<file path="config.mk">
export PLATFORM = sky130hd
export DESIGN_NAME = char_clock_recovery
export DESIGN_NICKNAME = d
export VERILOG_FILES = /design/src/rtl/ccr_pkg.sv /design/src/rtl/ccr_line_sync.sv /design/src/rtl/ccr_phase_timer.sv /design/src/rtl/ccr_burst_fsm.sv /design/src/rtl/char_clock_recovery.sv
export SDC_FILE = /design/constraint.sdc
export NUM_CORES = 1
export LEC_CHECK = 0
export BUFFER_PORTS_ARGS = -buffer_cell sky130_fd_sc_hd__clkbuf_2
export CORE_AREA = 4 4 47 90
export DETAILED_ROUTE_END_ITERATION = 7
export DIE_AREA = 0 0 51 94
export SYNTH_ARGS = -nofsm -noshare
export SYNTH_HDL_FRONTEND = slang
export SYNTH_SLANG_ARGS = --single-unit
</file>
<file path="constraint.sdc">
create_clock -name clk -period 5.5 [get_ports clk]
set_input_delay 1.1 -clock clk [delete_from_list [all_inputs] [get_ports clk]]
set_output_delay 1.1 -clock clk [all_outputs]
set_load 0.05 [all_outputs]
</file>
<file path="src/rtl/ccr_pkg.sv">
package ccr_pkg;

   typedef enum logic [2:0] {
      PH_IDLE    = 3'd0,
      PH_CONFIRM = 3'd1,
      PH_GAP     = 3'd2,
      PH_LOW     = 3'd3,
      PH_HIGH    = 3'd4,
      PH_STOP    = 3'd5
   } phase_e;

endpackage

</file>
<file path="src/rtl/ccr_line_sync.sv">
// Synchronises the serial line and flags a high-to-low change on the
// synchronised copy. The chain resets low so a line that is low at reset
// never looks like a fresh start event.
module ccr_line_sync #(
   parameter int STAGES = 2
) (
   input  logic clk,
   input  logic rst_n,
   input  logic line_in,
   output logic line_q,
   output logic fall
);

   logic prev_q;

   generate
      if (STAGES == 1) begin : g_one
         logic s0;
         always_ff @(posedge clk or negedge rst_n) begin
            if (!rst_n) s0 <= 1'b0;
            else        s0 <= line_in;
         end
         assign line_q = s0;
      end else begin : g_chain
         logic [STAGES-1:0] chain;
         always_ff @(posedge clk or negedge rst_n) begin
            if (!rst_n) chain <= '0;
            else        chain <= {chain[STAGES-2:0], line_in};
         end
         assign line_q = chain[STAGES-1];
      end
   endgenerate

   always_ff @(posedge clk or negedge rst_n) begin
      if (!rst_n) prev_q <= 1'b0;
      else        prev_q <= line_q;
   end

   assign fall = prev_q & ~line_q;

endmodule

</file>
<file path="src/rtl/ccr_phase_timer.sv">
// Down-counter: a load of N keeps the sequencer in its phase for N cycles.
module ccr_phase_timer #(
   parameter int WIDTH = 12
) (
   input  logic             clk,
   input  logic             rst_n,
   input  logic             load,
   input  logic [WIDTH-1:0] load_val,
   output logic             expired
);

   logic [WIDTH-1:0] cnt;

   always_ff @(posedge clk or negedge rst_n) begin
      if (!rst_n)           cnt <= '0;
      else if (load)        cnt <= load_val - WIDTH'(1);
      else if (cnt != '0)   cnt <= cnt - WIDTH'(1);
   end

   assign expired = (cnt == '0);

endmodule

</file>
<file path="src/rtl/ccr_burst_fsm.sv">
// Phase sequencer: confirm the start bit at its centre, then alternate
// low and high clock phases once per data bit, then wait for the stop bit.
module ccr_burst_fsm
   import ccr_pkg::*;
#(
   parameter int DIV       = 2976,
   parameter int DATA_BITS = 8,
   parameter int CW        = 12
) (
   input  logic          clk,
   input  logic          rst_n,
   input  logic          line_q,
   input  logic          fall,
   input  logic          carrier_ok,
   input  logic          expired,
   output logic          load,
   output logic [CW-1:0] load_val,
   output logic          bclk_n,
   output logic          rdy_n
);

   localparam int HALF = DIV / 2;
   localparam int BW   = (DATA_BITS > 1) ? $clog2(DATA_BITS) : 1;
   localparam logic [CW-1:0] HALF_V = CW'(HALF);
   localparam logic [CW-1:0] REST_V = CW'(DIV - HALF);
   localparam logic [BW-1:0] LAST_V = BW'(DATA_BITS - 1);

   phase_e          ph_q, ph_d;
   logic [BW-1:0]   bit_q;
   logic            confirm_ok;
   logic            last_low_end;
   logic            next_bit;

   assign confirm_ok   = carrier_ok && (ph_q == PH_CONFIRM) && expired && !line_q;
   assign last_low_end = carrier_ok && (ph_q == PH_LOW) && expired && (bit_q == LAST_V);
   assign next_bit     = carrier_ok && (ph_q == PH_HIGH) && expired;

   always_comb begin
      ph_d     = ph_q;
      load     = 1'b0;
      load_val = '0;
      if (!carrier_ok) begin
         ph_d = PH_IDLE;
      end else begin
         unique case (ph_q)
            PH_IDLE: if (fall) begin
               ph_d = PH_CONFIRM; load = 1'b1; load_val = HALF_V;
            end
            PH_CONFIRM: if (expired) begin
               if (!line_q) begin
                  ph_d = PH_GAP; load = 1'b1; load_val = REST_V;
               end else begin
                  ph_d = PH_IDLE;
               end
            end
            PH_GAP: if (expired) begin
               ph_d = PH_LOW; load = 1'b1; load_val = HALF_V;
            end
            PH_LOW: if (expired) begin
               if (bit_q == LAST_V) begin
                  ph_d = PH_STOP;
               end else begin
                  ph_d = PH_HIGH; load = 1'b1; load_val = REST_V;
               end
            end
            PH_HIGH: if (expired) begin
               ph_d = PH_LOW; load = 1'b1; load_val = HALF_V;
            end
            PH_STOP: if (line_q) ph_d = PH_IDLE;
            default: ph_d = PH_IDLE;
         endcase
      end
   end

   always_ff @(posedge clk or negedge rst_n) begin
      if (!rst_n) begin
         ph_q  <= PH_IDLE;
         bit_q <= '0;
      end else begin
         ph_q <= ph_d;
         if (confirm_ok)    bit_q <= '0;
         else if (next_bit) bit_q <= bit_q + BW'(1);
      end
   end

   always_ff @(posedge clk or negedge rst_n) begin
      if (!rst_n)            rdy_n <= 1'b1;
      else if (!carrier_ok)  rdy_n <= 1'b1;
      else if (confirm_ok)   rdy_n <= 1'b1;
      else if (last_low_end) rdy_n <= 1'b0;
   end

   assign bclk_n = (ph_q != PH_LOW);

endmodule

</file>
<file path="src/rtl/char_clock_recovery.sv">
module char_clock_recovery #(
   parameter int DIV         = 2976,
   parameter int DATA_BITS   = 8,
   parameter int SYNC_STAGES = 2
) (
   input  logic clk,
   input  logic rst_n,
   input  logic line_in,
   input  logic carrier_ok,
   output logic ser_out,
   output logic bclk_n,
   output logic rdy_n
);

   localparam int CW = $clog2(DIV + 1);

   // parameter legality
   generate
      if (DIV < 4) begin : g_bad_div
         $error("char_clock_recovery: DIV must be at least 4");
      end
      if (SYNC_STAGES < 1 || SYNC_STAGES > 3) begin : g_bad_sync
         $error("char_clock_recovery: SYNC_STAGES must be 1 to 3");
      end
      if (DATA_BITS < 2) begin : g_bad_bits
         $error("char_clock_recovery: DATA_BITS must be at least 2");
      end
   endgenerate

   logic          line_q;
   logic          fall;
   logic          load;
   logic [CW-1:0] load_val;
   logic          expired;

   ccr_line_sync #(.STAGES(SYNC_STAGES)) u_sync (
      .clk     (clk),
      .rst_n   (rst_n),
      .line_in (line_in),
      .line_q  (line_q),
      .fall    (fall)
   );

   ccr_phase_timer #(.WIDTH(CW)) u_timer (
      .clk      (clk),
      .rst_n    (rst_n),
      .load     (load),
      .load_val (load_val),
      .expired  (expired)
   );

   ccr_burst_fsm #(.DIV(DIV), .DATA_BITS(DATA_BITS), .CW(CW)) u_fsm (
      .clk        (clk),
      .rst_n      (rst_n),
      .line_q     (line_q),
      .fall       (fall),
      .carrier_ok (carrier_ok),
      .expired    (expired),
      .load       (load),
      .load_val   (load_val),
      .bclk_n     (bclk_n),
      .rdy_n      (rdy_n)
   );

   // gated, re-timed data output
   always_ff @(posedge clk or negedge rst_n) begin
      if (!rst_n) ser_out <= 1'b1;
      else        ser_out <= carrier_ok ? line_q : 1'b1;
   end

endmodule

</file>
* Word-level counts from Yosys, hierarchy flattened *
Index checks and enable logic that the tools add are counted.

word-level totals
  register bits after elaboration = 23
  input port bits = 4
  output and inout port bits = 3
  word-level logic and storage cells = 74

cells by class
  $add $sub $neg = 3
  eq/ne operators = 13
  mux-type cells = 33
  bitwise logic cells = 2
  reduce and logical (&&, ||, !) cells = 16

operators with widths
  cell                                                                   number
  12-bit two-way mux                                                     5
  12-bit one-hot mux with 4 select lines                                 1
  11-bit two-way mux                                                     4
  3-bit two-way mux                                                      8
  12-bit by 1-bit subtractor with 12-bit output (second input constant)  2
  3-bit one-hot mux with 5 select lines                                  1
  12-bit logical NOT                                                     1
  1-bit two-way mux                                                      12
  3-bit by 2-bit != test with 1-bit output (second input constant)       4
  12-bit nonzero test                                                    1
  3-bit == test (second input constant)                                  3
  1-bit logical AND                                                      8
  3-bit by 2-bit == test with 1-bit output (second input constant)       2
  3-bit != test (second input constant)                                  2
  5-bit AND reduction                                                    1
  1-bit one-hot mux with 4 select lines                                  1
  2-bit nonzero test                                                     2
  3-bit by 1-bit adder with 3-bit output (second input constant)         1
  3-bit by 1-bit == test with 1-bit output (second input constant)       1
  3-bit logical NOT                                                      1
  3-bit by 1-bit != test with 1-bit output (second input constant)       1
  2-bit two-way mux                                                      1
  2-bit OR reduction                                                     1
  1-bit AND                                                              1
  2 further kinds                                                        2

* Logic depth before layout (Yosys ltp) *
  depth after elaboration = 7
  mapped depth = 11
  depth with buffers taken out = 11

* By module *
Synthesis repeated with hierarchy kept, for this count alone.

unflattened totals
  cell total of the unflattened synthesis = 178
  area, all modules = 1599.0 um2

by module, submodules not included
  module               instances  cells each  area an instance (um2)  sequential area each (um2)
  ccr_phase_timer      1          107         908.4                   300.3
  ccr_burst_fsm        1          65          569.3                   176.4
  ccr_line_sync        1          4           88.8                    75.1
  char_clock_recovery  1          2           32.5                    26.3

* Worst setup path after synthesis *
OpenSTA, ideal clock, no wires.

  path kind = input-to-reg
  start point = input port carrier_ok
  end point = register u_timer.cnt[6]
  library setup time = 0.071 ns
  arrival = 2.897 ns
  data required time = 5.429 ns
  slack = 2.532 ns
  stages = 8
  buffers on the path = 0
  cell sequence = inv_1 -> nor3_1 -> a31oi_2 -> nand2_1 -> ha_1 -> or3b_2 -> or3_1 -> nand3_1

on the way
  longest elaborated chain between the ends = 3
  elaborated cells on any way between the ends = 5
  classes of those cells = add/sub: 1; mux: 3; reduce/logical: 1

RTL lines
  what                                           RTL line                  text
  start: declaration                             char_clock_recovery.sv:9  input logic carrier_ok,
  12-bit two-way mux                             ccr_burst_fsm.sv:42       if (!carrier_ok) begin
  12-bit by 1-bit subtractor with 12-bit output  ccr_phase_timer.sv:16     else if (load) cnt <= load_val - WIDTH'(1);
  12-bit two-way mux                             ccr_phase_timer.sv:16
  end signal: assignment                         ccr_phase_timer.sv:16
  end signal: assignment                         ccr_phase_timer.sv:17     else if (cnt != '0) cnt <= cnt - WIDTH'(1);
  end: declaration                               ccr_phase_timer.sv:12     logic [WIDTH-1:0] cnt;

Several ways; a longest one is shown, not always the timed one.
A chain may end at the register's enable or synchronous reset.

* Worst setup path after layout *
  start point = input port carrier_ok
  end point = register u_timer.cnt[8]

Same word-level chain as after synthesis.

==> metrics.txt <==
Slew HR=49.5%; Hold Buf Count CTS=0; vias in the first global route=1083; H-tree depth=1; clk slew on worst S/H paths=0.09 ns; io pins=7; Adder-Cell Fraction of Synth Area=2.75%; Ys Warns=0; clock sink count=23; Setup violations, final=0; cell count after synthesis=137; CP Launch Type=input pin; Setup CP Type=in -> reg; post-route insts no fill=191; core box area=3610 um^2; WHS Path Cells=0; gr ovfl total=0; post-cts sizing count=0; clk buf depth=2; Post-Synth Simple-Gate Area=29.3%; DR vias/cell=5.76; share of the synthesized area in compound gates (AO/OA/AOI/OAI)=17.7%; status=finished clean; Setup TNS=0 ns; largest family of logic cells by synthesized area=simple AND/OR/NAND/NOR gates; GRT Util Overall=14.0%; Layout area overhead=8.81%; Die Y=94 um; Filler cells=365; Syn Std Cell Area=1360 um^2; Synthesized Nets=144; register area share after synthesis=42.4%; post-synthesis mux area share=3.39%; Pre-Repair DR Iteration Count=4; DP Cell Count=187; Synth Area in XOR/XNOR=1.93%; Setup Skew=0.00596 ns; Final Wtd Congestion=0.837; port bufs=6; Final Hold Fails=0; r2r worst-path depth=9; WL/cell=15.9 um; first-pass GRT wire length=5200 um; Skew-Pair Late Insertion Delay=0.27 ns; RSZ-0062 raised after global routing=no; Worst Path Max Fanout=9; initial antenna violation count=0; crit path DAT=3.33 ns; Core Rows=31; die area=4790 um^2; Setup Buffers After CTS=0; Hold Crit Endpoint=u_sync.g_chain.chain[1]; largest net degree at the start of global routing=24; Initial DRC Count=37; Max Freq=320 MHz; top_reg_cell synth=dfrtp_1; total chip power=0.500 mW; Die Width=51 um; share of post-route cells with drive strength above 1=19.0%; post-layout minimum cycle time=3.12 ns; n_diodes=0; CTS tree=done; R2R Setup Slk=2.46 ns; PwrDens=337 nW/um^2; Slew @ Worst Pin=0.750 ns; via count=1101; Post-synth EDFFs=0; Mapped Avg Cell Area=9.95 um^2; worst vdd ir=0.186 mV; # Max-Cap Violations=0; post-route ant nets=0; Post-DP HPWL=2280 um; CP Capture Type=register; total routed wirelength=3040 um; Finished Core Util=41.1%; Yosys reg bits=23; Synth cell types=51; Initial Util=37.8%; fraction of registers with async set/reset=100%; # DRC=0; leak pwr=0.565 nW; Worst Hold Launch=u_sync.g_chain.chain[0]; worst min-delay path class=reg -> reg; Crit Reg-Reg Endpoint=u_timer.cnt[8]; CP required=5.71 ns; final worst path period share=56.7%; NumNets Final=150; CTS root buf=clkbuf_8; Num CTS Buffers=3; Slew Viols, Final=0; reg2reg start=u_timer.cnt[8]
## critical path, cell delays in order
cell,delay (ns)
clkbuf_2,0.14
inv_1,0.13
nor3_1,0.36
a31oi_2,0.26
nand2_1,0.14
ha_1,0.30
nor4b_1,0.36
nand2_1,0.13
or3_1,0.32
nand3_1,0.09
## cell usage after synthesis (all sizes together), types with 3 or more instances
master  count  share of area [%]
or3         3                1.4
ha          3                2.8
nor2b       4                1.8
nand4       3                1.4
nand2      10                2.8
o21ai       7                2.6
nand3       6                2.2
inv         4                1.1
clkbuf      4                1.1
nor2       10                2.8
dfrtp      21                 39
nand2b      5                2.3
nor3        5                1.8
xnor2       3                1.9
nor4        4                3.9
a21oi       6                2.2
or4         3                1.9
## cell type report
cell class / count / area (um^2) / area share [%]
Clock inverter: 1 / 7.51 / 0.506
Tap cell: 49 / 61.3 / 4.13
Timing Repair Buffer: 6 / 30.0 / 2.02
Inverter: 4 / 15.0 / 1.01
Clock buffer: 3 / 41.3 / 2.78
Multi-Input combinational cell: 105 / 751 / 50.6
Sequential cell: 23 / 578 / 39.0
## flip-flops by register name, summed over array words and instances (netlist names)
name,cells
ser_out,1
u_sync.prev_q,1
u_timer.cnt,12
u_fsm.bit_q,3
u_fsm.rdy_n,1
u_sync.g_chain.chain,2
u_fsm.ph_q,3
## layer usage
| metal | part of all wire [%] | track usage (%) | vias up |
|---|---|---|---|
| li1 | - | - | 527 |
| met1 | 40 | 15.7 | 529 |
| met2 | 54 | 24.8 | 35 |
| met3 | 3.4 | 2.23 | 10 |
| met4 | 3.5 | 6.52 | 0 |
| met5 | 0 | 0 | - |
## kinds of logic after synthesis
family,Yosys count
simple gates,65
fa+ha+maj,3
flops,23
xor+xnor,3
mux,4
buf+inv,9
compound gates,30
## power by group
group,internal (mW),switching [mW]
logic,0.0620,0.0769
registers,0.197,0.0543
clock network,0.0513,0.0582
## stage by stage
| stage | hold WS (ns) | worst slack, ns | area (um^2) |
|---|---|---|---|
| after floorplan | 0.331 | 2.53 | 1360 |
| after global placement | 0.337 | 2.21 | 1440 |
| after detailed placement | 0.343 | 2.13 | 1440 |
| after CTS | 0.361 | 2.41 | 1480 |
| after global routing | 0.369 | 2.04 | 1480 |
| final | 0.357 | 2.38 | 1480 |
## how the worst max path moves through the flow
| stage | startpoint | endpoint | cells after the start |
|---|---|---|---|
| 2_1_floorplan | carrier_ok | u_timer.cnt[6] | 8 |
| 3_3_place_gp | carrier_ok | u_timer.cnt[8] | 10 |
| 3_5_place_dp | carrier_ok | u_timer.cnt[8] | 10 |
| 4_1_cts | carrier_ok | u_timer.cnt[8] | 10 |
| 5_1_grt | carrier_ok | u_timer.cnt[8] | 10 |
| 6_report | carrier_ok | u_timer.cnt[8] | 10 |
## layout by cell type (no fill, tap or decap), types with 2 or more instances in the layout
cell type | synthesis | layout
a21oi_1 | 6 | 6
a22o_1 | 2 | 2
clkbuf_2 | 0 | 6
clkbuf_8 | 0 | 3
dfrtp_1 | 21 | 21
dfstp_2 | 2 | 2
ha_1 | 3 | 3
inv_1 | 4 | 4
mux2i_1 | 2 | 2
nand2_1 | 10 | 10
nand2b_1 | 5 | 5
nand3_1 | 6 | 6
nand3b_1 | 2 | 2
nand4_1 | 3 | 3
nor2_1 | 10 | 10
nor2b_1 | 4 | 4
nor3_1 | 5 | 5
nor4_2 | 2 | 2
o21ai_0 | 7 | 7
o31ai_1 | 2 | 2
or3_1 | 3 | 3
or4_1 | 2 | 2
xnor2_1 | 3 | 3
Note: power is estimated with default switching activity, not from simulation.
